==> src/rtl/irq_req_pkg.sv <==
package irq_req_pkg;
  // Event chosen for the current cycle
  typedef enum logic [1:0] {
    EV_NONE = 2'd0,
    EV_EOI  = 2'd1,
    EV_REWR = 2'd2,
    EV_PIN  = 2'd3
  } ev_kind_e;
endpackage

==> src/rtl/irq_vec_search.sv <==
module irq_vec_search #(
  parameter int NUM_PINS = 24,
  parameter int VEC_W    = 8,
  parameter int IDX_W    = 5
) (
  input  logic [NUM_PINS*VEC_W-1:0] vec_tbl,
  input  logic [VEC_W-1:0]          key,
  output logic                      hit,
  output logic [IDX_W-1:0]          hit_idx
);
  logic [NUM_PINS-1:0] eq;

  for (genvar g = 0; g < NUM_PINS; g++) begin : g_cmp
    assign eq[g] = (vec_tbl[g*VEC_W +: VEC_W] == key);
  end

  // Lowest matching index wins: scan from the top down
  always_comb begin
    hit     = 1'b0;
    hit_idx = '0;
    for (int i = NUM_PINS - 1; i >= 0; i--) begin
      if (eq[i]) begin
        hit     = 1'b1;
        hit_idx = IDX_W'(i);
      end
    end
  end
endmodule

==> src/rtl/irq_evt_arb.sv <==
module irq_evt_arb
  import irq_req_pkg::*;
#(
  parameter int NUM_PINS = 24,
  parameter int IDX_W    = 5
) (
  input  logic             eoi_valid,
  input  logic             eoi_hit,
  input  logic [IDX_W-1:0] eoi_idx,
  input  logic             rewr_valid,
  input  logic [IDX_W-1:0] rewr_idx,
  input  logic             pin_valid,
  input  logic [IDX_W-1:0] pin_idx,
  output ev_kind_e         kind,
  output logic [IDX_W-1:0] sel
);
  logic rewr_ok;
  logic pin_ok;

  assign rewr_ok = (int'(rewr_idx) < NUM_PINS);
  assign pin_ok  = (int'(pin_idx) < NUM_PINS);

  always_comb begin
    kind = EV_NONE;
    sel  = '0;
    if (eoi_valid) begin
      if (eoi_hit) begin
        kind = EV_EOI;
        sel  = eoi_idx;
      end
    end else if (rewr_valid) begin
      if (rewr_ok) begin
        kind = EV_REWR;
        sel  = rewr_idx;
      end
    end else if (pin_valid) begin
      if (pin_ok) begin
        kind = EV_PIN;
        sel  = pin_idx;
      end
    end
  end
endmodule

==> src/rtl/irq_svc_next.sv <==
module irq_svc_next
  import irq_req_pkg::*;
(
  input  ev_kind_e kind,
  input  logic     level,
  input  logic     clr_remote,
  input  logic     masked,
  input  logic     active_low,
  input  logic     level_trig,
  input  logic     req_cur,
  input  logic     rem_cur,
  output logic     req_nxt,
  output logic     rem_nxt,
  output logic     fire
);
  logic lev;
  logic svc;

  assign lev = level ^ active_low;

  always_comb begin
    req_nxt = req_cur;
    rem_nxt = rem_cur;
    fire    = 1'b0;
    svc     = 1'b0;
    unique case (kind)
      EV_EOI: begin
        rem_nxt = 1'b0;
        fire    = !masked && req_cur;
      end
      EV_REWR: begin
        if (clr_remote) rem_nxt = 1'b0;
        svc = req_cur;
      end
      EV_PIN: begin
        if (!lev) begin
          req_nxt = 1'b0;
        end else begin
          req_nxt = 1'b1;
          svc     = (!level_trig && !req_cur) || !rem_cur;
        end
      end
      default: ;
    endcase
    if (svc) begin
      if (!masked) begin
        fire = 1'b1;
        if (level_trig) rem_nxt = 1'b1;
      end
      if (!level_trig) req_nxt = 1'b0;
    end
  end
endmodule

==> src/rtl/irq_req_ack.sv <==
module irq_req_ack
  import irq_req_pkg::*;
#(
  parameter int NUM_PINS = 24,
  parameter int VEC_W    = 8,
  localparam int IDX_W   = (NUM_PINS > 1) ? $clog2(NUM_PINS) : 1
) (
  input  logic                      clk,
  input  logic                      rst_n,
  input  logic                      pin_evt_valid,
  input  logic [IDX_W-1:0]          pin_evt_idx,
  input  logic                      pin_evt_level,
  input  logic                      eoi_valid,
  input  logic [VEC_W-1:0]          eoi_vector,
  input  logic                      rewr_valid,
  input  logic [IDX_W-1:0]          rewr_idx,
  input  logic                      rewr_clr_remote,
  input  logic [NUM_PINS-1:0]       cfg_mask,
  input  logic [NUM_PINS-1:0]       cfg_polarity,
  input  logic [NUM_PINS-1:0]       cfg_level_trig,
  input  logic [NUM_PINS*VEC_W-1:0] cfg_vector,
  output logic [NUM_PINS-1:0]       req_bits,
  output logic [NUM_PINS-1:0]       remote_bits,
  output logic                      dlv_valid,
  output logic [IDX_W-1:0]          dlv_pin
);
  logic                eoi_hit;
  logic [IDX_W-1:0]    eoi_idx;
  ev_kind_e            kind;
  logic [IDX_W-1:0]    sel;
  logic                req_nxt_b;
  logic                rem_nxt_b;
  logic                fire;

  logic [NUM_PINS-1:0] req_q, req_d;
  logic [NUM_PINS-1:0] rem_q, rem_d;
  logic                dlv_q, dlv_d;
  logic [IDX_W-1:0]    pin_q;
  logic                pin_en;

  irq_vec_search #(.NUM_PINS(NUM_PINS), .VEC_W(VEC_W), .IDX_W(IDX_W)) u_search (
    .vec_tbl (cfg_vector),
    .key     (eoi_vector),
    .hit     (eoi_hit),
    .hit_idx (eoi_idx)
  );

  irq_evt_arb #(.NUM_PINS(NUM_PINS), .IDX_W(IDX_W)) u_arb (
    .eoi_valid  (eoi_valid),
    .eoi_hit    (eoi_hit),
    .eoi_idx    (eoi_idx),
    .rewr_valid (rewr_valid),
    .rewr_idx   (rewr_idx),
    .pin_valid  (pin_evt_valid),
    .pin_idx    (pin_evt_idx),
    .kind       (kind),
    .sel        (sel)
  );

  irq_svc_next u_svc (
    .kind       (kind),
    .level      (pin_evt_level),
    .clr_remote (rewr_clr_remote),
    .masked     (cfg_mask[sel]),
    .active_low (cfg_polarity[sel]),
    .level_trig (cfg_level_trig[sel]),
    .req_cur    (req_q[sel]),
    .rem_cur    (rem_q[sel]),
    .req_nxt    (req_nxt_b),
    .rem_nxt    (rem_nxt_b),
    .fire       (fire)
  );

  // Next-state
  always_comb begin
    req_d = req_q;
    rem_d = rem_q;
    if (kind != EV_NONE) begin
      req_d[sel] = req_nxt_b;
      rem_d[sel] = rem_nxt_b;
    end
    dlv_d  = fire && (kind != EV_NONE);
    pin_en = dlv_d;
  end

  // Registers
  always_ff @(posedge clk or negedge rst_n) begin
    if (!rst_n) begin
      req_q <= '0;
      rem_q <= '0;
      dlv_q <= 1'b0;
      pin_q <= '0;
    end else begin
      req_q <= req_d;
      rem_q <= rem_d;
      dlv_q <= dlv_d;
      if (pin_en) pin_q <= sel;
    end
  end

  assign req_bits    = req_q;
  assign remote_bits = rem_q;
  assign dlv_valid   = dlv_q;
  assign dlv_pin     = pin_q;
endmodule

==> config.mk <==
export PLATFORM = sky130hd
export DESIGN_NAME = irq_req_ack
export DESIGN_NICKNAME = d
export VERILOG_FILES = /design/src/rtl/irq_req_pkg.sv /design/src/rtl/irq_vec_search.sv /design/src/rtl/irq_evt_arb.sv /design/src/rtl/irq_svc_next.sv /design/src/rtl/irq_req_ack.sv
export SDC_FILE = /design/constraint.sdc
export NUM_CORES = 1
export LEC_CHECK = 0
export BUFFER_PORTS_ARGS = -buffer_cell sky130_fd_sc_hd__buf_2
export CAP_MARGIN = 0
export CORE_MARGIN = 10
export CORE_UTILIZATION = 50
export CTS_CLUSTER_SIZE = 8
export DETAILED_ROUTE_END_ITERATION = 8
export GPL_ROUTABILITY_DRIVEN = 0
export PLACE_DENSITY_LB_ADDON = 0.2
export SYNTH_ARGS = -nofsm -noshare
export SYNTH_HDL_FRONTEND = slang
export SYNTH_SLANG_ARGS = --single-unit
export TNS_END_PERCENT = 100
==> constraint.sdc <==
create_clock -name clk -period 4.2 [get_ports clk]
set_clock_uncertainty 0.1 [all_clocks]
set_input_delay 1.05 -clock clk [delete_from_list [all_inputs] [get_ports clk]]
set_output_delay 1.05 -clock clk [all_outputs]
set_load 0.02 [all_outputs]
; ---- After elaboration in Yosys (flattened, before gate mapping)
; Index checks and enable logic that the tools add are counted.
[classes]
addsub = 0
mul = 0
div = 0
order_cmp = 4
n_eq_ne = 27
shifts = 0
n_mux = 88
bitwise_logic = 1
n_reduce_logical = 10
[ops]
columns = cell, n
row1 = 8-bit equality test, 24
row2 = 5-bit 2-to-1 mux, 30
row3 = 24-bit bitwise mux, 2
row4 = 1-bit 2-to-1 mux, 43
row5 = 1-bit binary-select mux with 5-bit select, 5
row6 = 5-bit less-than comparator (second input constant), 2
row7 = 2-bit 2-to-1 mux, 5
row8 = 5-bit by 6-bit less-than comparator with 1-bit output (second input constant), 1
row9 = 1-bit demux with 5-bit select, 1
row10 = 5-bit by 1-bit >= comparator with 1-bit output (second input constant), 1
row11 = 2-bit equality test (second input constant), 2
row12 = 1-bit logical AND, 4
row13 = 1-bit zero test, 4
row14 = 1-bit case mux with 2 select lines, 2
row15 = 2-bit by 1-bit equality test with 1-bit output (second input constant), 1
row16 = 2-bit nonzero test, 1
row17 = 1-bit logical OR, 1
row18 = 1-bit XOR, 1
[totals]
register_bits = 54
latch_bits = 0
ramBits = 0
mem_bits_ro = 0
input_bits = 289
word_cells = 134
mem_count = 0

; ---- Logic depth before layout (Yosys ltp)
[depth]
word_depth = 36
depth_mapped = 21
mapped_depth_nobuf = 14

; ---- Modules after synthesis
; Synthesis repeated with hierarchy kept, for this count alone.
[unflattened]
cells_unflattened = 649
hier_area_um2 = 6208.5
[modules_own_cells]
columns = module, instances, cells_each, area_each_um2, seq_area_each_um2
row1 = irq_req_ack, 1, 267, 3244.4, 1351.3
row2 = irq_vec_search, 1, 340, 2633.8, 0.0
row3 = irq_evt_arb, 1, 21, 187.7, 0.0
row4 = irq_svc_next, 1, 21, 142.6, 0.0

; ---- Least setup slack after synthesis
; OpenSTA, ideal clock, no wires.
[synth_timing]
path_kind = input -> register
startpoint = input eoi_vector[0]
endpoint = register pin_q[2], in the netlist dlv_pin[2]
arrival_time_ns = 4.736
required_time_ns = 3.975
path_slack_ns = -0.761
path_stages = 20
path_buffers = 6
cell_sequence = buf_6 > buf_12 > buf_8 > xor2_1 > nor4_2 > and2_1 > o211ai_1 > a221o_1 > a41oi_2 > a21oi_4 > buf_6 > buf_12 > buf_12 > mux2i_1 > o22ai_1 > nor2_1 > a31oi_1 > a21bo_1 > o2111ai_4 > mux2_4
[synth_via]
elab_chain_len = 36
elab_cells_between_ends = 104
cone_classes = eq/ne (27) / mux (67) / bitwise (1) / reduce/logical (9)
[synth_lines]
columns = element, line_no
row1 = start: declaration, irq_req_ack.sv:14  ; input logic [VEC_W-1:0] eoi_vector,
row2 = 8-bit equality test, irq_vec_search.sv:14  ; assign eq[g] = (vec_tbl[g*VEC_W +: VEC_W] == key);
row3 = 5-bit 2-to-1 mux / 1-bit 2-to-1 mux (equally long branches) (24 in a row), irq_vec_search.sv:22  ; if (eq[i]) begin
row4 = 5-bit 2-to-1 mux, irq_evt_arb.sv:27  ; if (eoi_hit) begin
row5 = 5-bit 2-to-1 mux, irq_evt_arb.sv:26  ; if (eoi_valid) begin
row6 = 1-bit binary-select mux with 5-bit select (on tied branches), "irq_req_ack.sv:66, irq_req_ack.sv:67"
row7 = 1-bit 2-to-1 mux (on tied branches), "irq_req_ack.sv:66, irq_req_ack.sv:67"
row8 = 1-bit zero test, irq_svc_next.sv:40  ; svc = (!level_trig && !req_cur) || !rem_cur;
row9 = 1-bit logical AND, irq_svc_next.sv:40
row10 = 1-bit logical OR, irq_svc_next.sv:40
row11 = 1-bit 2-to-1 mux, irq_svc_next.sv:36  ; if (!lev) begin
row12 = 1-bit case mux with 2 select lines, irq_svc_next.sv:26  ; unique case (kind)
row13 = 1-bit 2-to-1 mux, irq_svc_next.sv:45  ; if (svc) begin
row14 = 1-bit logical AND, irq_req_ack.sv:82  ; dlv_d = fire && (kind != EV_NONE);
row15 = end signal: assignment, irq_req_ack.sv:97  ; if (pin_en) pin_q <= sel;
row16 = end: declaration, irq_req_ack.sv:38  ; logic [IDX_W-1:0] pin_q;
; Parallel ways exist; a longest one is shown, timed or not. The select of a mux whose other input is x is not followed.
; A chain may end at the register's enable or synchronous reset.

; ---- Final worst setup path
[layout_timing]
startpoint = input eoi_vector[3]
endpoint = register req_q[8], in the netlist req_bits[8]
[layout_via]
elab_chain_len = 36
elab_cells_between_ends = 105
cone_classes = order compare (2) / eq/ne (26) / mux (69) / bitwise (1) / reduce/logical (7)
[layout_lines]
columns = element, line_no
row1 = 8-bit equality test, irq_vec_search.sv:14
row2 = 5-bit 2-to-1 mux / 1-bit 2-to-1 mux (equally long branches) (24 in a row), irq_vec_search.sv:22
row3 = 5-bit 2-to-1 mux, irq_evt_arb.sv:27
row4 = 5-bit 2-to-1 mux, irq_evt_arb.sv:26
row5 = 1-bit binary-select mux with 5-bit select (on tied branches), "irq_req_ack.sv:66, irq_req_ack.sv:67"
row6 = 1-bit 2-to-1 mux (on tied branches), "irq_req_ack.sv:66, irq_req_ack.sv:67"
row7 = 1-bit zero test, irq_svc_next.sv:40
row8 = 1-bit logical AND, irq_svc_next.sv:40
row9 = 1-bit logical OR, irq_svc_next.sv:40
row10 = 1-bit 2-to-1 mux, irq_svc_next.sv:36
row11 = 1-bit case mux with 2 select lines, irq_svc_next.sv:26
row12 = 1-bit 2-to-1 mux, irq_svc_next.sv:45
row13 = 24-bit bitwise mux, irq_req_ack.sv:79  ; req_d[sel] = req_nxt_b;
row14 = end signal: assignment, irq_req_ack.sv:94  ; req_q <= req_d;
row15 = end: declaration, irq_req_ack.sv:35  ; logic [NUM_PINS-1:0] req_q, req_d;
; Parallel ways exist; a longest one is shown, timed or not. The select of a mux whose other input is x is not followed.

==> flow_metrics.tcl <==
set metrics [dict create \
    via_count 7189 \
    min_period_over_period 1.17 \
    status "finished with violations" \
    dp_hpwl_um 21600 \
    final_hold_viol_count 0 \
    hold_buffers 0 \
    async_flop_share 1.00 \
    rows 41 \
    layout-drive-gt1-share 0.571 \
    die_y_um 134 \
    area_growth_pct 53.5 \
    setup_slack_ns -0.718 \
    path_cells "buf_2 -> buf_12 -> buf_4 -> xnor2_1 -> nand4_1 -> nor2_4 -> a211oi_1 -> and3_1 -> a211o_1 -> a41oi_4 -> buf_12 -> mux4_2 -> and2_4 -> a2111oi_4 -> nand3_2 -> o211ai_2 -> o211ai_2 -> buf_12 -> mux2_4" \
    rsz0062_at_grt "true" \
    core_mm2 0.0127 \
    grt_pass1_vias 7358 \
    drt_iter0_markers 519 \
    grt_max_degree 33 \
    cp_slowest_stage_delay_ns 0.49 \
    crit_type "input pin to register" \
    place_inst 1262 \
    cp.required_ns 4.28 \
    instances_no_fill 1311 \
    die-area_mm2 0.0180 \
    synth_seq_cells 54 \
    fin_util 0.789 \
    endpoint_kind "register" \
    worstPathMaxFanout 24 \
    r2r-start "req_bits[16]$_DFFE_PN0P_" \
    clk_latency_ns 0.30 \
    clock_path_buffers 2 \
    powerDensity_mw_per_mm2 250 \
    critPathLaunchType "input pin" \
    drt_pass1_iterations 5 \
    path_common_cell "buf_12" \
    vdd_drop_max_mv 0.276 \
    numCtsBuffers 5 \
    finalPower_w 0.00251 \
    synth_area_mm2 0.00654 \
    cp.arrival_ns 5.00 \
    synth.distinct_cells 76 \
    grt.total_usage 0.269 \
    cellLeakagePower_nw 5.12 \
    cts_tree "yes" \
    finalSetupViolCount 54 \
    io_pins 343 \
    final_common_cell "buf_2" \
    die_w_um 134 \
    fin_nets 1425 \
    drv_slew 0 \
    drt-wirelength-per-cell_um 21.3 \
    cts_max_level 2 \
    clock-root-buffer "clkbuf_16" \
    yosys_warnings 0 \
    path_clk_slew_ns 0.07 \
    worstHoldStart "dlv_pin[3]$_DFFE_PN0P_" \
    ant_nets 0 \
    vias_per_cell 5.48 \
    relSlewSlack 0.626 \
    drv_cap 0 \
    port-buffer-count 342 \
    ys.flop_type "dfrtp_1" \
    ys_seq_area_frac 0.207 \
    period_minus_slack_ns 4.92 \
    final_cell_mix "buf_2, buf_4, xnor2_1, xor2_1, dfrtp_1" \
    drc 0 \
    synth-edff-count 0 \
    grt-ovfl-total 0 \
    grt_pass1_wl_um 39500 \
    holdWs_ns 0.419 \
    violations "negative setup slack" \
    worst_hold_path_type "register to register" \
    critPathLaunch "eoi_vector[3]" \
    synth_area_per_cell_um2 9.71 \
    clkSinkCount 54 \
    syn_inst 673 \
    wl_um 28000 \
    crit_slowest_cell "mux4_2" \
    synth_nets 966 \
    antenna_found_initial 6 \
    max_slew.worst_pin.slew_ns 0.560 \
    start_util 0.514 \
    fmax_ghz 0.203 \
]
==> through the flow <==
step | instance area, um^2 | worst slack [ns] | setup TNS (ns)
4_1_cts | 9360 | -0.608 | -31.75
3_3_place_gp | 9100 | -0.975 | -51.79
6_report | 10000 | -0.718 | -36.71
2_1_floorplan | 6710 | -0.718 | -34.38
3_5_place_dp | 9100 | -1.08 | -57.27
5_1_grt | 10000 | -0.858 | -44.39
==> cells by family (layout without fill, tap and decap cells) <==
logic type                 count (synthesis)  count (layout)  synth area share
xor gates and xnor gates                 193             193             0.259
and+or+nand+nor                          182             182             0.151
muxes                                    108             108             0.189
AOI/OAI and AO/OA                         76              76             0.100
buffers and inverters                     56             516            0.0878
DFF                                       54              54             0.207
adders and majority gates                  4               4           0.00766
other                                      0               6                 0
==> report_power, final <==
group / total [W] / internal (W) / switching, W
registers: 0.000681 / 0.000608 / 0.0000730
logic: 0.00133 / 0.000649 / 0.000681
clock network: 0.000497 / 0.000300 / 0.000196
==> critical path, delay by kind of cell <==
family | cells | cell delay, ns
simple gates | 5 | 0.99
mux | 2 | 0.76
compound gates | 6 | 1.23
xor+xnor | 1 | 0.18
buf+inv | 5 | 0.76
==> final cells by class <==
class                      instances  area [um^2]
antenna                            6         15.0
clock buffer                       6          139
clock inverter                     2         38.8
fill                             892         2690
inverter                          14         52.6
multi-input combinational        563         5020
sequential                        54         1350
tap                              172          215
timing repair buffer             494         3210
==> final timing paths <==
path | end | slack (ns) | cells past startpoint
min in group asynchronous | remote_bits[19]$_DFFE_PN0P_ | 0.63 | 1
worst max-delay path | req_bits[8]$_DFFE_PN0P_ | -0.72 | 19
worst min register to register | dlv_pin[3]$_DFFE_PN0P_ | 0.42 | 1
worst min-delay path | dlv_pin[3]$_DFFE_PN0P_ | 0.42 | 1
max in group asynchronous | req_bits[8]$_DFFE_PN0P_ | 2.57 | 2
worst max register to register | dlv_pin[3]$_DFFE_PN0P_ | 1.98 | 8
==> synth_stat cells (3+ instances only) <==
| master | n | share of area |
|---|---|---|
| buf_8 | 5 | 0.011 |
| a31oi_1 | 3 | 0.0029 |
| buf_6 | 25 | 0.043 |
| nor2_1 | 34 | 0.020 |
| a21oi_1 | 7 | 0.0054 |
| inv_1 | 14 | 0.0080 |
| a211oi_1 | 6 | 0.0069 |
| nor2_2 | 3 | 0.0029 |
| nor3_1 | 5 | 0.0038 |
| nor2b_1 | 4 | 0.0038 |
| o21ai_0 | 3 | 0.0023 |
| mux2_2 | 53 | 0.091 |
| mux2i_1 | 47 | 0.072 |
| mux4_2 | 6 | 0.021 |
| ha_1 | 4 | 0.0077 |
| dfrtp_1 | 54 | 0.21 |
| nor4_1 | 19 | 0.018 |
| nand3_1 | 3 | 0.0023 |
| buf_12 | 7 | 0.021 |
| a21o_1 | 3 | 0.0034 |
| o22ai_1 | 14 | 0.013 |
| and2_1 | 6 | 0.0057 |
| a211o_1 | 3 | 0.0040 |
| nand2_1 | 49 | 0.028 |
| nor4_2 | 6 | 0.011 |
| nand4_1 | 30 | 0.029 |
| xor2_1 | 89 | 0.12 |
| xnor2_1 | 104 | 0.14 |
| nand2b_1 | 4 | 0.0038 |
| or2_2 | 3 | 0.0029 |
==> per-layer routing <==
layer / GRT usage / share of wire
met4: 0.0913 / 0.036
met2: 0.456 / 0.49
met3: 0.0616 / 0.086
met5: 0 / 0
met1: 0.327 / 0.39
==> flip-flops by register name, summed over array words and instances, names as in the netlist <==
signal and flops:
remote_bits 24, dlv_pin 5, req_bits 24, dlv_valid 1
==> what timing repair did <==
| item | in CTS | in global routing |
|---|---|---|
| cloned | 0 | 5 |
| pin swaps | 7 | 16 |
| hold endpoints to repair | 0 | 0 |
| setup buffers | 3 | 27 |
| resized for setup | 14 | 78 |
| setup endpoints to repair | 54 | 54 |
(Power assumes the default switching activity.)
